===== src/rtl/exc_pkg.sv =====
package exc_pkg;

    localparam int XLEN       = 32;
    localparam int EXT_BASE   = 12;
    localparam int TRAP_IMM_W = 26;

    typedef logic [XLEN-1:0] word_t;

    typedef enum int unsigned {
        CI_RESET      = 0,
        CI_ILL        = 1,
        CI_MAL        = 2,
        CI_IPF        = 3,
        CI_DPF        = 4,
        CI_TRAP       = 5,
        CI_OVF        = 6,
        CI_FPU_UNIMPL = 12
    } cause_idx_e;

    function automatic word_t cause_bit(cause_idx_e idx);
        return word_t'(1) << idx;
    endfunction

    localparam word_t INSN_BYTES  = word_t'(4);
    localparam word_t RESTART_PC  = word_t'(4);
    localparam word_t RESTART_DPC = word_t'(0);

    localparam word_t NONMASK_SET = cause_bit(CI_RESET) | cause_bit(CI_ILL) |
                                    cause_bit(CI_MAL)   | cause_bit(CI_IPF) |
                                    cause_bit(CI_DPF)   | cause_bit(CI_TRAP) |
                                    cause_bit(CI_FPU_UNIMPL);

    localparam word_t REPEAT_SET  = cause_bit(CI_RESET) | cause_bit(CI_ILL) |
                                    cause_bit(CI_MAL)   | cause_bit(CI_IPF) |
                                    cause_bit(CI_DPF);

    localparam word_t ADDR_FAULT_SET = cause_bit(CI_MAL) | cause_bit(CI_DPF);

    typedef struct packed {
        word_t pc;
        word_t dpc;
    } pc_pair_t;

    typedef struct packed {
        word_t sr;
        word_t esr;
        word_t eca;
        word_t epc;
        word_t edpc;
        word_t edata;
    } spr_bank_t;

    typedef struct packed {
        logic  take;
        logic  rep;
        logic  has_trap;
        logic  has_addr_fault;
        word_t eff;
    } cause_info_t;

endpackage


===== src/rtl/exc_cause_merge.sv =====
module exc_cause_merge
    import exc_pkg::*;
#(
    parameter int EXT_W = 20
) (
    input  word_t             raw,
    input  logic [EXT_W-1:0]  ext,
    input  word_t             sr,
    output cause_info_t       info
);
    localparam int EXT_TOP = EXT_BASE + EXT_W;

    word_t ext_wide;
    word_t merged;
    word_t eff;

    assign ext_wide = word_t'(ext) << EXT_BASE;
    assign merged   = raw | ext_wide;

    for (genvar g = 0; g < XLEN; g++) begin : g_mask
        assign eff[g] = merged[g] & (sr[g] | NONMASK_SET[g]);
    end

    always_comb begin
        info                = '0;
        info.eff            = eff;
        info.take           = |eff;
        info.rep            = |(eff & REPEAT_SET);
        info.has_trap       = eff[CI_TRAP];
        info.has_addr_fault = |(eff & ADDR_FAULT_SET);
    end

    initial begin
        if (EXT_TOP > XLEN) $error("external lines exceed cause width");
    end

endmodule


===== src/rtl/exc_pc_step.sv =====
module exc_pc_step
    import exc_pkg::*;
(
    input  pc_pair_t cur,
    input  logic     fetched,
    input  logic     cfc_taken,
    input  word_t    cfc_target,
    output pc_pair_t adv
);
    logic redirect;

    assign redirect = cfc_taken & fetched;

    always_comb begin
        adv.dpc = cur.pc;
        adv.pc  = redirect ? cfc_target : (cur.pc + INSN_BYTES);
    end

endmodule


===== src/rtl/exc_edata_sel.sv =====
module exc_edata_sel
    import exc_pkg::*;
(
    input  logic                  fetched,
    input  word_t                 cur_dpc,
    input  cause_info_t           info,
    input  logic [TRAP_IMM_W-1:0] trap_imm,
    input  word_t                 eff_addr,
    output word_t                 edata
);
    always_comb begin
        if (!fetched) begin
            edata = cur_dpc;
        end else if (info.has_trap) begin
            edata = word_t'(trap_imm);
        end else if (info.has_addr_fault) begin
            edata = eff_addr;
        end else begin
            edata = '0;
        end
    end

endmodule


===== src/rtl/exc_entry_ctrl.sv =====
module exc_entry_ctrl
    import exc_pkg::*;
#(
    parameter int EXT_W = 20
) (
    input  logic                  clk,
    input  logic                  rst,
    input  logic [XLEN-1:0]       cause_raw,
    input  logic [EXT_W-1:0]      ext_req,
    input  logic                  fetched,
    input  logic                  cfc_taken,
    input  logic [XLEN-1:0]       cfc_target,
    input  logic                  is_rfe,
    input  logic [TRAP_IMM_W-1:0] trap_imm,
    input  logic [XLEN-1:0]       eff_addr,
    input  logic                  sr_load,
    input  logic [XLEN-1:0]       sr_load_val,
    output logic [XLEN-1:0]       pc,
    output logic [XLEN-1:0]       dpc,
    output logic [XLEN-1:0]       sr,
    output logic [XLEN-1:0]       esr,
    output logic [XLEN-1:0]       eca,
    output logic [XLEN-1:0]       epc,
    output logic [XLEN-1:0]       edpc,
    output logic [XLEN-1:0]       edata,
    output logic                  jisr
);
    pc_pair_t    pair_q, pair_n, adv_pair, saved_pair;
    spr_bank_t   spr_q, spr_n;
    logic        jisr_q, jisr_n;
    cause_info_t info;
    word_t       edata_sel;

    exc_cause_merge #(.EXT_W(EXT_W)) u_merge (
        .raw  (cause_raw),
        .ext  (ext_req),
        .sr   (spr_q.sr),
        .info (info)
    );

    exc_pc_step u_step (
        .cur        (pair_q),
        .fetched    (fetched),
        .cfc_taken  (cfc_taken),
        .cfc_target (cfc_target),
        .adv        (adv_pair)
    );

    exc_edata_sel u_edata (
        .fetched  (fetched),
        .cur_dpc  (pair_q.dpc),
        .info     (info),
        .trap_imm (trap_imm),
        .eff_addr (eff_addr),
        .edata    (edata_sel)
    );

    assign saved_pair = info.rep ? pair_q : adv_pair;

    always_comb begin
        pair_n = adv_pair;
        spr_n  = spr_q;
        jisr_n = 1'b0;
        if (info.take) begin
            pair_n.pc   = RESTART_PC;
            pair_n.dpc  = RESTART_DPC;
            spr_n.sr    = '0;
            spr_n.esr   = spr_q.sr;
            spr_n.eca   = info.eff;
            spr_n.epc   = saved_pair.pc;
            spr_n.edpc  = saved_pair.dpc;
            spr_n.edata = edata_sel;
            jisr_n      = 1'b1;
        end else if (is_rfe) begin
            pair_n.pc  = spr_q.epc;
            pair_n.dpc = spr_q.edpc;
            spr_n.sr   = spr_q.esr;
        end else if (sr_load) begin
            spr_n.sr = sr_load_val;
        end
    end

    always_ff @(posedge clk) begin
        if (rst) begin
            pair_q.pc  <= RESTART_PC;
            pair_q.dpc <= RESTART_DPC;
            spr_q      <= '0;
            jisr_q     <= 1'b0;
        end else begin
            pair_q <= pair_n;
            spr_q  <= spr_n;
            jisr_q <= jisr_n;
        end
    end

    assign pc    = pair_q.pc;
    assign dpc   = pair_q.dpc;
    assign sr    = spr_q.sr;
    assign esr   = spr_q.esr;
    assign eca   = spr_q.eca;
    assign epc   = spr_q.epc;
    assign edpc  = spr_q.edpc;
    assign edata = spr_q.edata;
    assign jisr  = jisr_q;

endmodule



===== config.mk =====
export PLATFORM = sky130hd
export DESIGN_NAME = exc_entry_ctrl
export DESIGN_NICKNAME = d
export VERILOG_FILES = /design/src/rtl/exc_pkg.sv /design/src/rtl/exc_cause_merge.sv /design/src/rtl/exc_pc_step.sv /design/src/rtl/exc_edata_sel.sv /design/src/rtl/exc_entry_ctrl.sv
export SDC_FILE = /design/constraint.sdc
export NUM_CORES = 1
export LEC_CHECK = 0
export BUFFER_PORTS_ARGS = -buffer_cell sky130_fd_sc_hd__buf_4
export CAP_MARGIN = 10
export CORE_MARGIN = 8
export CORE_UTILIZATION = 30
export CTS_BUF_LIST = sky130_fd_sc_hd__clkbuf_8
export DETAILED_ROUTE_END_ITERATION = 16
export SETUP_SLACK_MARGIN = 0.5
export SKIP_CTS_REPAIR_TIMING = 1
export SYNTH_ARGS = -nofsm -noshare
export SYNTH_HDL_FRONTEND = slang
export SYNTH_SLANG_ARGS = --single-unit

===== constraint.sdc =====
create_clock -name clk -period 3.45 [get_ports clk]
set_clock_uncertainty 0.1 [all_clocks]
set_input_delay 0.5175 -clock clk [delete_from_list [all_inputs] [get_ports clk]]
set_output_delay 0.5175 -clock clk [all_outputs]
set_load 0.1 [all_outputs]

==> metrics.cfg <==
[synth]
synth_compound_gate_area_share = 0.244
yosys-mux-area-fraction = 0.0969
synthAdderAreaFrac = 0.00110
synth_fp_nets = 1438
async_flop_share = 0
synth_top_family_by_area = compound AO/OA/AOI/OAI gates
ys.warnings.count = 0
yosysSeqAreaShare = 0.453
synthCells = 1257
synth.area.top_cells = dfxtp_1 45%, mux2i_1 9.7%, nor2_1 6.4%
synth_enable_flop_cells = 0
synth_simple_gate_area_share = 0.149
synth_xor_area_frac = 0.0100
yosys.area.top_type = dfxtp_1
synth-main-ff-cell = dfxtp_1
synth.most_common_cell = dfxtp_1
avgSynthCellArea_um2 = 9.04
synth_common_cells = 257 x dfxtp_1, 194 x nor2_1, 110 x mux2i_1
ys_seq_elements = 257
ys_types = 59
synth_top_area_frac = 0.453
syn_area_um2 = 11400

[critical_path]
worstReg2RegEnd = pc[22]$_SDFF_PP0_
worst_setup_path_start_kind = flop
ff2ff_path_depth = 7
rrSetupSlack_ns = 0.76
critPathMaxFanout = 12
regToRegStartpoint = pc[2]$_SDFF_PP1_
endpoint_kind = flop
crit_type = flop to flop
crit_required_ns = 3.84
cp.arrival_ns = 3.08

[timing]
finalSetupViolCount = 0
tightest_slew_ns = 0.717
post-route-min-period_ns = 2.69
final-hold-violation-count = 0
layout_setup_ws_ns = 0.760
setup_tns_ns = 0
clock.fmax_ghz = 0.372
period_share = 0.780
drv_slew = 0
relSlewSlack = 0.522
rsz0062_at_grt = false

[grt]
track_usage = 0.208
grt_pass1_wl_mm = 72.2
grt_pass1_vias = 11600
antenna_found_initial = 2
gr-total-overflow = 0
grt_start_max_net_pins = 71

[placement]
place_inst = 2114
dpl.hpwl_mm = 35.4
dp_slack_ns = 0.520
port_buffers = 436
gp_congestion = 0.834

[power_and_ir_drop]
clkPwrFrac = 0.449
power_leakage_nw = 6.72
p_switching_mw = 1.81
peakVddDrop_v = 0.000253
p_per_area_nw_per_um2 = 419
seqPwrFrac = 0.445
power_switching_share = 0.268
combPwrFrac = 0.105
internal_power_mw = 4.95

[min_path]
min_path_cells = 2
hold_start = cause_raw[3]
hold_end = eca[3]$_SDFFE_PP0P_
holdCritPathClass = primary input to flop

[cells_and_area]
syn_to_final_growth_pct = 42.0
fin_nets = 1836
layout.cells.non_filler = 2199
fill_cells = 3809
num_antenna_cells = 0
multi_input_area_um2 = 5710
seq_area_um2 = 5160
layout-drive-gt1-share = 0.340
fin_util = 0.431

[drt]
first_iter_violations = 728
drc = 0
wl_per_cell_um = 22.1
drtAntennaViolNets = 0
wl_mm = 48.6
first_pass_iters = 5
vias_per_cell = 5.29
vias = 11600

[run_status]
outcome = finished, final reports clean

[run]
cap_violations = 0

[clocking]
clock-sinks = 257
clock_latency_ns = 0.63
clk_path_buf_depth = 3
cts_tree = built
cts_root_buffer = clkbuf_8
cts_buffers = 47
cts_max_level = 2
clkTransAtPathRegs_ns = 0.06

[die]
die_h_um = 211
io_pins = 437
num_rows = 71
coreArea_um2 = 37500
die_w_um = 211
die-area_um2 = 44400
initial_core_util = 0.303

==> layout by cell type, fill, tap and decap left out, types with 8 or more instances in the layout <==
cell type,instances
a22oi_1,34
nor2b_1,16
inv_1,17
nor3_1,19
xor2_1,10
dfxtp_1,246
nand2_1,38
clkinv_2,10
a31oi_1,11
buf_4,466
and2_1,8
nand4_1,16
a21oi_1,89
nand3_1,18
mux2i_1,110
dfxtp_2,11
o2bb2ai_1,70
a22o_1,69
nor4_1,15
o21ai_0,47
a32o_1,20
nor2_1,193
clkbuf_8,59
a2111oi_0,9
==> routing by layer <==
metal  vias to the layer above  global-route usage  share of wire
met2                       513               0.334           0.46
met4                         4              0.0820          0.036
met5                         -                   0        0.00056
met1                      5573               0.251           0.41
li1                       5437                   -              -
met3                        97              0.0769          0.095
==> how the worst max path moves through the flow <==
stage | startpoint | end | slack [ns] | depth (start not counted)
detailed placement | cause_raw[0] | epc[22]$_SDFFE_PP0P_ | 0.52 | 9
global placement | cause_raw[0] | epc[25]$_SDFFE_PP0P_ | 0.53 | 9
finish | pc[2]$_SDFF_PP1_ | pc[22]$_SDFF_PP0_ | 0.76 | 7
floorplan | pc[13]$_SDFF_PP0_ | pc[24]$_SDFF_PP0_ | 0.57 | 6
CTS | pc[14]$_SDFF_PP0_ | epc[24]$_SDFFE_PP0P_ | 0.61 | 5
global route | pc[2]$_SDFF_PP1_ | pc[22]$_SDFF_PP0_ | 0.50 | 7
==> through the flow <==
step	power, mW	hold WS [ns]	instance area, µm²
2_1_floorplan	3.50	0.543	11400
3_3_place_gp	3.79	0.347	15100
3_5_place_dp	3.79	0.348	15100
4_1_cts	6.86	-0.0268	16100
5_1_grt	7.03	0.0138	16100
6_report	6.77	0.0251	16100
==> cell families after synthesis <==
group	count (synthesis)
AO/OA/AOI/OAI	381
flip-flops	257
adder cells (fa/ha/maj)	1
multiplexers	110
AND/OR/NAND/NOR	362
XOR/XNOR	13
buffers and inverters	133
==> registers in the layout (all words and copies together) (netlist names), 32 cells and up <==
name and count:
dpc 32, eca 32, edata 32, edpc 32, epc 32, esr 32
pc 32, sr 32
==> power by group through the flow <==
| stage | sequential (mW) | combinational (mW) | clock [mW] |
|---|---|---|---|
| floorplan | 3.26 | 0.239 | 0 |
| global placement | 3.08 | 0.710 | 0 |
| detailed placement | 3.08 | 0.716 | 0 |
| CTS | 3.01 | 0.718 | 3.13 |
| global route | 3.01 | 0.757 | 3.26 |
| finish | 3.01 | 0.713 | 3.04 |
==> critical path, cell delays in order, from the launching register on <==
cell and delay, ns:
dfxtp_2 0.46, ha_1 0.34, nand4_1 0.13, buf_4 0.20, nor3_1 0.56, nand3_1 0.21, xor2_1 0.18, a2111oi_0 0.39
==> layout make-up <==
type                    count  share of cell area
inverters                   9             0.00217
repair buffers            473               0.225
clock inverters            23              0.0101
clock buffers              59              0.0503
multi-input cells         867               0.354
flip-flops and latches    257               0.319
well taps                 511              0.0396
No activity file was read; power rests on OpenSTA's default activity.
